`config.mk`:
```
export PLATFORM = sky130hd
export DESIGN_NAME = dma_irq_ctrl
export DESIGN_NICKNAME = d
export VERILOG_FILES = /design/src/rtl/dma_irq_ctrl.sv
export SDC_FILE = /design/constraint.sdc
export NUM_CORES = 1
export LEC_CHECK = 0
export BUFFER_PORTS_ARGS = -buffer_cell sky130_fd_sc_hd__clkbuf_2
export CAP_MARGIN = 10
export CORE_MARGIN = 4
export CORE_UTILIZATION = 30
export CTS_BUF_LIST = sky130_fd_sc_hd__clkbuf_4 sky130_fd_sc_hd__clkbuf_8 sky130_fd_sc_hd__clkbuf_16
export DETAILED_ROUTE_END_ITERATION = 10
export RECOVER_POWER = 50
export SLEW_MARGIN = 20
export SYNTH_ARGS = -nofsm -noshare
export SYNTH_HDL_FRONTEND = slang
export SYNTH_SLANG_ARGS = --single-unit
```
`constraint.sdc`:
```
create_clock -name clk -period 4.8 [get_ports clk]
set_input_delay 0.24 -clock clk [delete_from_list [all_inputs] [get_ports clk]]
set_output_delay 0.24 -clock clk [all_outputs]
set_load 0.02 [all_outputs]
```
`src/rtl/dma_irq_ctrl.sv`:
```
module dma_irq_ctrl #(
  parameter int NUM_CH = 4,
  parameter int EVT_W  = 8,
  parameter int ADDR_W = 8
) (
  input  logic                    clk,
  input  logic                    rst_n,
  input  logic [NUM_CH*EVT_W-1:0] evt_i,
  input  logic                    reg_we,
  input  logic [ADDR_W-1:0]       reg_addr,
  input  logic [31:0]             reg_wdata,
  output logic [31:0]             reg_rdata,
  output logic                    irq_o
);
  localparam int TOT     = NUM_CH * EVT_W;
  localparam int CH_BASE = 4;

  logic           gen;
  logic [TOT-1:0] st, sten, sien;

  always_ff @(posedge clk) begin
    if (!rst_n)                         gen <= 1'b0;
    else if (reg_we && reg_addr == '0)  gen <= reg_wdata[0];
  end

  for (genvar c = 0; c < NUM_CH; c++) begin : g_ch
    localparam logic [ADDR_W-1:0] A = ADDR_W'(CH_BASE + 4*c);
    logic [EVT_W-1:0] clr;
    assign clr = (reg_we && reg_addr == A + ADDR_W'(3)) ? reg_wdata[EVT_W-1:0] : '0;

    always_ff @(posedge clk) begin
      if (!rst_n) begin
        st[c*EVT_W +: EVT_W]   <= '0;
        sten[c*EVT_W +: EVT_W] <= '0;
        sien[c*EVT_W +: EVT_W] <= '0;
      end else begin
        if (reg_we && reg_addr == A + ADDR_W'(1)) sten[c*EVT_W +: EVT_W] <= reg_wdata[EVT_W-1:0];
        if (reg_we && reg_addr == A + ADDR_W'(2)) sien[c*EVT_W +: EVT_W] <= reg_wdata[EVT_W-1:0];
        st[c*EVT_W +: EVT_W] <= (st[c*EVT_W +: EVT_W] & ~clr)
                              | (evt_i[c*EVT_W +: EVT_W] & sten[c*EVT_W +: EVT_W]);
      end
    end
  end

  always_comb begin
    reg_rdata = '0;
    if (reg_addr == '0) reg_rdata[0] = gen;
    for (int c = 0; c < NUM_CH; c++) begin
      if (reg_addr == ADDR_W'(CH_BASE + 4*c))     reg_rdata[EVT_W-1:0] = st[c*EVT_W +: EVT_W];
      if (reg_addr == ADDR_W'(CH_BASE + 4*c + 1)) reg_rdata[EVT_W-1:0] = sten[c*EVT_W +: EVT_W];
      if (reg_addr == ADDR_W'(CH_BASE + 4*c + 2)) reg_rdata[EVT_W-1:0] = sien[c*EVT_W +: EVT_W];
    end
  end

  always_ff @(posedge clk) begin
    if (!rst_n) irq_o <= 1'b0;
    else        irq_o <= gen & |(st & sien);
  end
endmodule

```
==> impl_metrics.ini <==
[run_status]
status = complete, but fails checks
violations = capacitance limit, slew limit

[setup_path]
crit_family = simple AND/OR/NAND/NOR gates
critical_path_buf_inv_count = 2
crit_type = input pin to primary output
crit_required_ns = 4.56
cpPeakStageDelay_ns = 1.05
rr_endpoint = irq_o
r2r_setup_slack_ns = 3.20
slowest_stage = nor4_1
crit_path_end_kind = primary output
crit_chain = clkbuf_1, nor4_1, nand3_1, o32ai_1, a21oi_1, o221ai_1, clkbuf_2
path_max_fanout = 15
r2r_cells = 4
arrival_ns = 3.17
r2r-start = st[28]
start_kind = input pin

[clocking]
post-cts-setup-buffer-count = 0
tritoncts = done
cts_max_level = 3
cts_root_buf = clkbuf_16
cts_max_path_buffers = 2
path_clk_slew_ns = 0.07
cts_resized = 0
clock_sinks = 98
cts_buffers = 9
holdBufCountCts = 0
insertion_delay_ns = 0.35

[global_route]
gr-usage-all-layers = 0.166
grt_max_degree = 99
grt_overflow = 0
grt_antenna_before_repair = 0
grt_pass1_vias = 4519
grt_pass1_wl_um = 26100

[logic_synthesis]
synth_compound_area_frac = 0.238
yosys.area.top_type = dfxtp_1
ys_ff_latch = 98
synth_fa_ha_area_frac = 0
synth_top_cell_area_share = 0.362
ys_seq_area_frac = 0.362
synth_edf_count = 0
syn_inst = 641
avgSynthCellArea_um2 = 8.46
synth_top_family_by_area = compound AO/OA/AOI/OAI gates
synth_area_um2 = 5430
yosysUniqueCellTypes = 55
synth_most_common_cell = dfxtp_1
synthMuxAreaShare = 0.0969
synth.area.top_cells = dfxtp_1 36%, nor2b_1 9.0%, mux2i_1 8.9%
synth_ff_type = dfxtp_1
synthArstFlopShare = 0
synth_warnings = 0
synthSimpleGateAreaFrac = 0.227
synth_xor_area_frac = 0
synth_common_cells = 98 x dfxtp_1, 78 x nor2b_1, 72 x nand2_1, 48 x mux2i_1, 42 x a22oi_1

[layout]
diodes = 0
drive_gt1_frac = 0.136
area_growth_pct = 10.5
nets = 745
num-fill-cells = 1876

[sta]
slew-limit-headroom = -0.206
fin_crit_sh = 0.711
slew_viol_final = 9
setup-tns-final_ns = 0
hold_viol_final = 0
post-route-min-period_ns = 3.41
worst_slew_pin_slew_ns = 1.79
setup_viol = 0
fin_skew_ns = 0.00677
rsz0062_at_grt = false
timing.final.ws_setup_ns = 1.39
fmax_ghz = 0.293

[job]
maxCapViolations = 2

[die]
start_util = 0.309
core_um2 = 17500
die_width_um = 142
die_h_um = 142
io_pins = 108
num_rows = 48
die_area_um2 = 20300

[power_and_ir_drop]
switching_share = 0.247
peakVddDrop_mv = 0.189
leakage_nw = 2.23
power_frac_seq = 0.484
combPwrFrac = 0.085
intPower_mw = 1.27
p_switching_mw = 0.416
p_clk_frac = 0.432
power.density_nw_per_um2 = 281

[drt]
vias = 4810
drt.antenna.violating_nets = 0
drc = 0
postRouteWirelength_um = 17000
vias_per_cell = 5.34
wl_per_cell_um = 18.9
drt_pass1_iterations = 5
drtIter0Drc = 532

[place]
post-dp-hpwl_um = 12300
gp_congestion = 0.882
place_ws_ns = 1.69
portBuffers = 59

[hold_path]
hp-start = evt_i[29]
whs_endpoint = st[29]
hp-class = input pin to register
min_path_cells = 3
==> metal layers <==
metal  GRT usage  wire length [um]  part of all wire
met2       0.266              7990              0.47
met3      0.0313              1040             0.061
met4      0.0410               284             0.017
met5           0                 0                 0
met1       0.230              7680              0.45
==> placed cells by master (no fill, tap or decap), types with 2 or more instances in the layout <==
cell / instances
a22o_1: 4
conb_1: 24
nand2_1: 72
o22ai_1: 6
or2_0: 2
clkbuf_8: 4
o22ai_2: 4
mux2_2: 4
dfxtp_1: 98
a31oi_1: 7
o21ai_0: 41
o2bb2ai_1: 5
nand2b_1: 9
nor2_1: 26
nand4b_1: 2
nor2_2: 2
buf_4: 3
nand3_1: 7
clkbuf_16: 9
or4_1: 2
o221ai_1: 4
a21oi_1: 11
clkinv_2: 2
a221oi_1: 6
o211ai_1: 7
o21ai_1: 4
a22oi_1: 42
nand4_1: 4
a21boi_0: 24
clkbuf_1: 5
o22a_1: 5
a21o_1: 3
nor3_1: 10
inv_1: 11
o32ai_1: 3
nor2b_1: 78
a211oi_1: 2
nor3b_1: 2
clkbuf_2: 56
mux2i_1: 48
==> stage by stage <==
step	instances	area [um2]	hold WS, ns	util	power [mW]
2_1_floorplan	664	5510	0.392	-	0.942
3_3_place_gp	884	5760	0.490	0.328	0.977
3_5_place_dp	884	5760	0.495	0.328	0.977
4_1_cts	900	6060	0.128	0.345	1.70
5_1_grt	900	5990	0.145	0.342	1.74
6_report	900	5990	0.131	0.342	1.68
==> power by group through the flow <==
stage               logic (mW)  registers (mW)  clock network [mW]
floorplan                0.110           0.833                   0
global placement         0.144           0.833                   0
detailed placement       0.144           0.833                   0
CTS                      0.145           0.814               0.740
global route             0.155           0.814               0.770
finish                   0.142           0.814               0.727
==> final cells by class <==
class | count | area [um2] | share of cell area
clock inverters | 3 | 18.8 | 0.00313
multi-input cells | 486 | 3090 | 0.515
clock buffers | 13 | 280 | 0.0468
flip-flops and latches | 98 | 1960 | 0.327
well taps | 225 | 282 | 0.0470
repair buffers | 64 | 322 | 0.0536
inverters | 11 | 41.3 | 0.00689
==> cell families after synthesis <==
kind of cell | count (synthesis)
buf+inv | 80
flops | 98
other cells | 1
mux | 52
compound gates | 184
simple gates | 226
==> worst max path at each step <==
stage | start | depth (start not counted) | to | slack, ns
after floorplan | reg_addr[4] | 7 | reg_rdata[5] | 2.55
after global placement | reg_addr[4] | 7 | reg_rdata[6] | 1.68
after detailed placement | reg_addr[4] | 7 | reg_rdata[6] | 1.69
after CTS | reg_addr[4] | 7 | reg_rdata[6] | 1.68
after global routing | reg_addr[4] | 7 | reg_rdata[3] | 1.10
final | reg_addr[4] | 7 | reg_rdata[3] | 1.39
==> state kept, by name (all words and copies together) (netlist names) <==
name	cells
gen	1
irq_o	1
sien	32
st	32
sten	32
==> tightest hold or removal path, cell delays in order <==
cell and delay [ns]:
clkbuf_2 0.08, nand2_1 0.05, a21boi_0 0.06
(Power assumes the default switching activity.)
